## config.mk

```make
export PLATFORM = sky130hd
export DESIGN_NAME = dc_offset_remover
export DESIGN_NICKNAME = d
export VERILOG_FILES = /design/src/rtl/dcr_pkg.sv /design/src/rtl/dcr_tracker.sv /design/src/rtl/dcr_sat_sub.sv /design/src/rtl/dcr_channel.sv /design/src/rtl/dc_offset_remover.sv
export SDC_FILE = /design/constraint.sdc
export NUM_CORES = 1
export LEC_CHECK = 0
export ABC_CLOCK_PERIOD_IN_PS = 9670
export BUFFER_PORTS_ARGS = -buffer_cell sky130_fd_sc_hd__buf_4
export CAP_MARGIN = 20
export CORE_MARGIN = 3
export CORE_UTILIZATION = 62
export DETAILED_ROUTE_END_ITERATION = 8
export PLACE_DENSITY = 0.86
export SLEW_MARGIN = 25
export SYNTH_ARGS = -nofsm -noshare
export SYNTH_HDL_FRONTEND = slang
export SYNTH_SLANG_ARGS = --single-unit
```

## constraint.sdc

```tcl
create_clock -name clk -period 9.67 [get_ports clk]
set_input_delay 0 -clock clk [delete_from_list [all_inputs] [get_ports clk]]
set_output_delay 0 -clock clk [all_outputs]
set_load 0.01 [all_outputs]
```

## src/rtl/dcr_pkg.sv

```systemverilog
// Package: shared definitions for the DC offset removal filter.
// Assumes: nothing beyond IEEE 1800-2017.
package dcr_pkg;

    // Accumulator action selected for a lane in a given cycle.
    typedef enum logic [1:0] {
        ACC_IDLE  = 2'd0,
        ACC_TRACK = 2'd1,
        ACC_HOLD  = 2'd2
    } acc_mode_e;

    // Default tracker shift: the estimate moves 2^-10 of the error per sample.
    localparam int unsigned DCR_DEF_SHIFT = 10;

endpackage

```

## src/rtl/dcr_tracker.sv

```systemverilog
// Module: dcr_tracker
// Keeps one lane's DC estimate as a leaky integrator with K fractional bits.
// On a tracked sample: acc += x - (acc >>> K). The estimate is acc >>> K.
// Assumes: DW >= 2, K >= 1. The accumulator width DW+K+1 holds every
// reachable value, so the estimate always fits DW bits.
module dcr_tracker
    import dcr_pkg::*;
#(
    parameter int unsigned DW = 24,
    parameter int unsigned K  = DCR_DEF_SHIFT
) (
    input  logic                 clk,
    input  logic                 rst_n,
    input  logic                 smp_valid,
    input  logic signed [DW-1:0] smp,
    input  logic                 hold,
    output logic signed [DW-1:0] est
);
    localparam int unsigned AW = DW + K + 1;

    logic signed [AW-1:0] acc_q;
    logic signed [AW-1:0] err;
    logic signed [AW-1:0] acc_next;
    acc_mode_e            mode;

    // Estimate: integer part of the scaled accumulator.
    assign est = DW'(acc_q >>> K);

    // Error and next accumulator for a tracked sample.
    always_comb begin
        err      = AW'(smp) - AW'(est);
        acc_next = acc_q + err;
    end

    // Decode this cycle's accumulator action.
    always_comb begin
        if (!smp_valid)  mode = ACC_IDLE;
        else if (hold)   mode = ACC_HOLD;
        else             mode = ACC_TRACK;
    end

    // Accumulator register: cleared by reset, advanced only when tracking.
    always_ff @(posedge clk) begin
        if (!rst_n) begin
            acc_q <= '0;
        end else begin
            case (mode)
                ACC_TRACK: acc_q <= acc_next;
                default:   acc_q <= acc_q;
            endcase
        end
    end

    // idle cycles leave the estimate untouched.
    assert_idle_hold_R5: assert property (@(posedge clk) disable iff (!rst_n)
        !smp_valid |=> $stable(acc_q));

    // a held sample leaves the estimate untouched.
    assert_freeze_hold_R6: assert property (@(posedge clk) disable iff (!rst_n)
        (smp_valid && hold) |=> $stable(acc_q));

    // a tracked sample away from the estimate moves the accumulator.
    assert_track_moves_R4: assert property (@(posedge clk) disable iff (!rst_n)
        (smp_valid && !hold && (smp != est)) |=> !$stable(acc_q));

    // the accumulator never reaches its top bit, so the estimate is a legal sample.
    assert_est_in_range_R3: assert property (@(posedge clk) disable iff (!rst_n)
        acc_q[AW-1] == acc_q[AW-2]);

endmodule

```

## src/rtl/dcr_sat_sub.sv

```systemverilog
// Module: dcr_sat_sub
// Combinational a - b with the result clamped to the DW-bit signed range.
// Assumes: DW >= 2; both operands are DW-bit two's complement.
module dcr_sat_sub #(
    parameter int unsigned DW = 24
) (
    input  logic signed [DW-1:0] a,
    input  logic signed [DW-1:0] b,
    output logic signed [DW-1:0] y
);
    localparam logic signed [DW-1:0] MAXV = {1'b0, {(DW-1){1'b1}}};
    localparam logic signed [DW-1:0] MINV = {1'b1, {(DW-1){1'b0}}};

    logic signed [DW:0] diff;
    logic               ovf;

    // One-bit-wider difference and overflow detection from its top two bits.
    always_comb begin
        diff = (DW+1)'(a) - (DW+1)'(b);
        ovf  = diff[DW] ^ diff[DW-1];
    end

    // Clamp by the sign of the wide difference when it leaves the range.
    always_comb begin
        if (ovf) y = diff[DW] ? MINV : MAXV;
        else     y = diff[DW-1:0];
    end

endmodule

```

## src/rtl/dcr_channel.sv

```systemverilog
// Module: dcr_channel
// One lane: subtracts the tracker's current estimate from each accepted
// sample, clamps the result and registers it.
// Assumes: smp_valid is shared with the other lanes; the output register loads
// only on accepted samples and otherwise holds.
module dcr_channel
    import dcr_pkg::*;
#(
    parameter int unsigned DW = 24,
    parameter int unsigned K  = DCR_DEF_SHIFT
) (
    input  logic                 clk,
    input  logic                 rst_n,
    input  logic                 smp_valid,
    input  logic signed [DW-1:0] smp,
    input  logic                 hold,
    output logic signed [DW-1:0] res
);
    logic signed [DW-1:0] est;
    logic signed [DW-1:0] corr;

    dcr_tracker #(.DW(DW), .K(K)) u_trk (
        .clk       (clk),
        .rst_n     (rst_n),
        .smp_valid (smp_valid),
        .smp       (smp),
        .hold      (hold),
        .est       (est)
    );

    dcr_sat_sub #(.DW(DW)) u_sub (
        .a (smp),
        .b (est),
        .y (corr)
    );

    // Output register: cleared by reset, loaded with the corrected sample.
    always_ff @(posedge clk) begin
        if (!rst_n)         res <= '0;
        else if (smp_valid) res <= corr;
    end

    // a non-negative difference never yields a negative output.
    assert_sign_pos_R8: assert property (@(posedge clk) disable iff (!rst_n)
        (smp_valid && (smp >= est)) |=> !res[DW-1]);

    // a negative difference always yields a negative output.
    assert_sign_neg_R8: assert property (@(posedge clk) disable iff (!rst_n)
        (smp_valid && (smp < est)) |=> res[DW-1]);

endmodule

```

## src/rtl/dc_offset_remover.sv

```systemverilog
// Module: dc_offset_remover (top)
// Multi-lane DC offset removal with a per-lane estimate hold. All lanes share
// one valid strobe; lane c occupies bits [c*DW +: DW] and hold bit c.
// Assumes: samples come from a decimation filter at most one per clock.
module dc_offset_remover
    import dcr_pkg::*;
#(
    parameter int unsigned NCH = 2,
    parameter int unsigned DW  = 24,
    parameter int unsigned K   = DCR_DEF_SHIFT
) (
    input  logic              clk,
    input  logic              rst_n,
    input  logic              in_valid,
    input  logic [NCH*DW-1:0] in_sample,
    input  logic [NCH-1:0]    hold,
    output logic              out_valid,
    output logic [NCH*DW-1:0] out_sample
);
    localparam int unsigned BUSW = NCH * DW;

    logic [BUSW-1:0] lane_res;

    // One independent lane per channel.
    for (genvar c = 0; c < NCH; c++) begin : g_lane
        logic signed [DW-1:0] lane_out;

        dcr_channel #(.DW(DW), .K(K)) u_ch (
            .clk       (clk),
            .rst_n     (rst_n),
            .smp_valid (in_valid),
            .smp       (in_sample[c*DW +: DW]),
            .hold      (hold[c]),
            .res       (lane_out)
        );

        assign lane_res[c*DW +: DW] = lane_out;
    end

    assign out_sample = lane_res;

    // Output strobe: one cycle behind the input strobe.
    always_ff @(posedge clk) begin
        if (!rst_n) out_valid <= 1'b0;
        else        out_valid <= in_valid;
    end

    // every accepted sample produces a result on the next cycle.
    assert_valid_follows_R2: assert property (@(posedge clk) disable iff (!rst_n)
        in_valid |=> out_valid);

    // no result appears without a sample the cycle before.
    assert_valid_drops_R2: assert property (@(posedge clk) disable iff (!rst_n)
        !in_valid |=> !out_valid);

endmodule

```

Word-level counts from Yosys, hierarchy flattened
Cells that the tools add are included.
Word-level totals
  register bits: 119
  latch bits: 0
  bits in writable memories: 0
  memory bits (read-only): 0
  input bits: 53
  memories: 0
Cells by class
  add/subtract/negate cells: 6
  multiply operators: 0
  div/mod/pow operators: 0
  $lt $le $gt $ge: 0
  eq/ne operators: 2
  shifts and indexed selects: 0
  muxes and demuxes: 8
  bitwise logic cells: 2
  reduce and logical (&&, ||, !) cells: 0
Operators by type and width (number)
  subtractor 24 x 24 -> 25 bit: 4
  two-way mux 24 bit: 4
  adder 35 x 25 -> 35 bit: 2
  two-way mux 2 bit: 4
  equality test 2 x 1 -> 1 bit (second input constant): 2
  XOR 1 bit: 2

Logic depth before layout (Yosys ltp)
  depth after elaboration: 3
  mapped depth: 16
  depth with buffers taken out: 16

Modules after synthesis
A second synthesis with hierarchy kept.
Second synthesis, totals
  cell total of the unflattened synthesis: 1895
  area, all modules: 14273.7 µm²
Modules (own cells, without submodules)
  dcr_tracker at g_lane[1].u_ch.u_trk: instances 1, cells an instance 594, area each 4405.5 µm²
  dcr_tracker at g_lane[0].u_ch.u_trk: instances 1, cells an instance 575, area each 4311.6 µm²
  dcr_sat_sub: instances 2, cells an instance 285, area each 1835.5 µm²
  dcr_channel: instances 2, cells an instance 77, area each 929.6 µm²
  dc_offset_remover: instances 1, cells an instance 2, area each 26.3 µm²

Least setup slack after synthesis
OpenSTA, ideal clock, no wires.
  path kind: reg-to-reg
  start point: reg g_lane[0].u_ch.u_trk.acc_q[17]
  end point: reg g_lane[0].u_ch.u_trk.acc_q[30]
  data arrival time: 3.166 ns
  setup slack: 6.429 ns
  cell stages (with the launch flop): 15
  clock period less this slack: 3.241 ns
  cell sequence: dfxtp_1 -> inv_1 -> fa_1 -> inv_1 -> ha_1 -> a21o_1 -> a21oi_1 -> nor2b_1 -> o41a_1 -> a41oi_2 -> a41oi_2 -> o21ai_1 -> a21boi_1 -> or4_1 -> a31oi_1
Between the ends
  longest elaborated chain between the ends: 2
RTL lines
  from (decl): RTL line dcr_tracker.sv:21  | logic signed [AW-1:0] acc_q;
  from (signal assigned): RTL line dcr_tracker.sv:48  | ACC_TRACK: acc_q <= acc_next;
  from (signal assigned): RTL line dcr_tracker.sv:49  | default: acc_q <= acc_q;
  subtractor 24 x 24 -> 25 bit: RTL line dcr_tracker.sv:31  | err = AW'(smp) - AW'(est);
  adder 35 x 25 -> 35 bit *: RTL line dcr_tracker.sv:32  | acc_next = acc_q + err;
Every way passes the cells marked *; elsewhere a longest branch is shown, timed or not.
A chain may end at the register's enable or synchronous reset.

Worst setup path in the final report
  start point: reg g_lane[0].u_ch.u_trk.acc_q[11]
  end point: reg g_lane[0].u_ch.u_trk.acc_q[30]
The elaborated chain is that of the path after synthesis.

==> flow_metrics.env <==
export IMPL_status="finished clean"
export IMPL_hp_start="in_sample[0]"
export IMPL_cp_end_kind="flip-flop"
export IMPL_grt_first_pass_wirelength_mm=57.0
export IMPL_cp_cell_sequence="inv_1, fa_1, inv_1, ha_1, and3_1, a31oi_1, nand2_1, o211ai_1, a41oi_2, o21ai_1, a21boi_1, or4_1, a31oi_1"
export IMPL_p_leak_nw=6.40
export IMPL_fin_worst_skew_ns=0.0110
export IMPL_viasPerCell=6.02
export IMPL_gp_congestion=0.951
export IMPL_setup_viol=0
export IMPL_criticalPathCategory="flip-flop to flip-flop"
export IMPL_drt_pass1_iterations=5
export IMPL_grtUsageTotal_pct=32.3
export IMPL_slowest_stage="fa_1"
export IMPL_async_flop_share_pct=0
export IMPL_drv_cap=0
export IMPL_totalWireLength_mm=34.9
export IMPL_port_buffers=101
export IMPL_path_max_fanout=4
export IMPL_p_per_area_nw_per_um2=410
export IMPL_cts_buffers=17
export IMPL_antenna_found_initial=0
export IMPL_fin_crit_sh_pct=38.2
export IMPL_synth_cell_type_count=87
export IMPL_clock_latency_ns=0.43
export IMPL_ys_ff_latch=117
export IMPL_ir_worst_vdd_uv=271
export IMPL_setup_worst_path_start="g_lane[0].u_ch.u_trk.acc_q[11]"
export IMPL_syn_inst=1582
export IMPL_slew_headroom_pct=36.1
export IMPL_drt_iter0_markers=921
export IMPL_synth_edff_count=0
export IMPL_initial_core_util_pct=63.5
export IMPL_core_area_um2=19600
export IMPL_drive_above_1_share_pct=13.6
export IMPL_post_drt_wl_per_cell_um=18.0
export IMPL_period_minus_slack_ns=3.69
export IMPL_drtAntennaViolNets=0
export IMPL_final_cell_mix="268 x inv_1, 157 x nand2_1, 151 x a21oi_1"
export IMPL_num_vias=11652
export IMPL_worst_slack_ns=5.98
export IMPL_min_delay_path_class="input pin to flip-flop"
export IMPL_fin_nets=1897
export IMPL_dp_hpwl_mm=27.0
export IMPL_dieArea_um2=21800
export IMPL_avgSynthCellArea_um2=7.87
export IMPL_max_stage_delay_ns=0.55
export IMPL_h_tree_depth=4
export IMPL_slew_viol_final=0
export IMPL_yosysSeqAreaShare_pct=18.8
export IMPL_final_common_cell="inv_1"
export IMPL_cts_tree="done"
export IMPL_yosysWarnings=0
export IMPL_area_delta_synth_final_pct=12.0
export IMPL_synth_flop_cell="dfxtp_1"
export IMPL_grt_overflow=0
export IMPL_cts_buffer_depth=2
export IMPL_worst_path_buf_inv=2
export IMPL_fp_row_count=51
export IMPL_grt_pass1_vias=11427
export IMPL_dpl_worst_slack_ns=6.02
export IMPL_hold_viol_final=0
export IMPL_rr_startpoint="g_lane[0].u_ch.u_trk.acc_q[11]"
export IMPL_syn_area_um2=12400
export IMPL_die_h_um=148
export IMPL_rsz0062_at_grt="no"
export IMPL_cts_clk_slew_worst_paths_ns=0.06
export IMPL_start_kind="flip-flop"
export IMPL_chipWidth_um=148
export IMPL_ctsResizeCount=0
export IMPL_tightest_slew_ns=0.956
export IMPL_crit_required_ns=10.01
export IMPL_final_util_pct=71.1
export IMPL_cts_sinks=117
export IMPL_antennaDiodeCount=0
export IMPL_tns_ns=0
export IMPL_cts_root_buffer="clkbuf_16"
export IMPL_grt_start_max_net_pins=67
export IMPL_drc=0
export IMPL_synth_net_count=1819
export IMPL_worst_path_dominant_cell_family="compound AO/OA/AOI/OAI gates"
export IMPL_fmax_mhz=271
export IMPL_pin_count=102
export IMPL_worstPathArrival_ns=4.03
[final timing paths]
check                                   endpoint  slack (ns)  depth (start not counted)
hold reg to reg    g_lane[0].u_ch.u_trk.acc_q[3]        0.45                          2
setup / recovery  g_lane[0].u_ch.u_trk.acc_q[30]        5.98                         13
setup reg to reg  g_lane[0].u_ch.u_trk.acc_q[30]        5.98                         13
hold / removal     g_lane[0].u_ch.u_trk.acc_q[0]       0.009                          4
[layer usage]
layer  vias to the layer above  GRT usage, %  share of wire (%)
met3                        99          4.75                7.0
met1                      5540          41.3                 41
li1                       5523             -                  -
met2                       490          54.8                 48
met5                         -             0                  0
met4                         0          13.2                3.9
[stage by stage]
stage	std cells	power [W]	instance area [um^2]	hold slack, ns
after floorplan	1582	0.00402	12400	0.165
after global placement	1904	0.00484	13300	0.389
after detailed placement	1904	0.00494	13300	0.412
after CTS	1936	0.00564	13900	0.00185
after global routing	1936	0.00623	13900	0.0518
final	1936	0.00572	13900	0.00873
[logic make-up after synthesis]
kind of cell             share of synthesized area (%)
flip-flops                                        18.8
buffers and inverters                             10.3
XOR/XNOR                                          5.98
AND/OR/NAND/NOR                                   14.5
adder cells (fa/ha/maj)                           23.6
AO/OA/AOI/OAI                                     26.5
multiplexers                                     0.251
[timing repair]
item	4_1_cts	5_1_grt
endpoints found under the setup margin	0	0
setup buffers	0	0
hold buffers	2	0
endpoints found under the hold margin	4	0
[cell usage after synthesis (4+ instances only)]
library cell  count  area, um^2
fa_1             68        1360
buf_2             4        20.0
o21ai_1          10        50.1
nand4_1           6        37.5
maj3_2           11         124
o21a_1           15         113
and3_1            8        50.1
xnor2_1          54         473
o211ai_1          9        67.6
o21bai_1          8        60.1
a21oi_2          33         289
and2_1            4        25.0
o2111ai_1         5        43.8
nor3_1           18        90.1
dfxtp_1         117        2340
nor4_1            4        25.0
nand2b_1         24         150
inv_1           269        1010
nor2_1           65         244
nor2b_1          16         100
a21oi_1         151         756
or3_1            16         100
nand3b_1          4        30.0
clkbuf_8          5        68.8
a31oi_1          15        93.8
clkbuf_1         35         131
nand2_1         157         589
nand3_1          31         155
xor2_1           31         272
nand4b_1          5        43.8
o21ai_0          99         495
a21o_1           52         390
a211oi_2          4        50.1
a211oi_1         21         158
o31a_1            4        35.0
and4_1            4        35.0
ha_1            116        1450
o21ai_2           4        35.0
[area by class of cell]
type | count | area, um^2
multi-input cells | 1146 | 8840
repair buffers | 109 | 823
inverters | 269 | 1010
flip-flops and latches | 117 | 2340
well taps | 265 | 332
fillers | 1568 | 5650
clock inverters | 10 | 131
clock buffers | 20 | 457
[worst reg2reg max path, delay by kind of cell (launching register included)]
family	cells	cell delay [ns]
AO/OA/AOI/OAI	6	1.26
adder cells (fa/ha/maj)	2	0.87
AND/OR/NAND/NOR	3	0.86
flip-flops	1	0.43
buffers and inverters	2	0.18
[sequential cells by signal, indices dropped and copies added (netlist names)]
register / cells
g_lane.u_ch.res: 48
g_lane.u_ch.u_trk.acc_q: 68
out_valid: 1
[where the power goes]
| part | switching, W | internal (W) |
|---|---|---|
| combinational | 0.00250 | 0.00179 |
| clock | 0.000241 | 0.000414 |
| sequential | 0.000133 | 0.000639 |
Power figures use the tool's default switching activity.
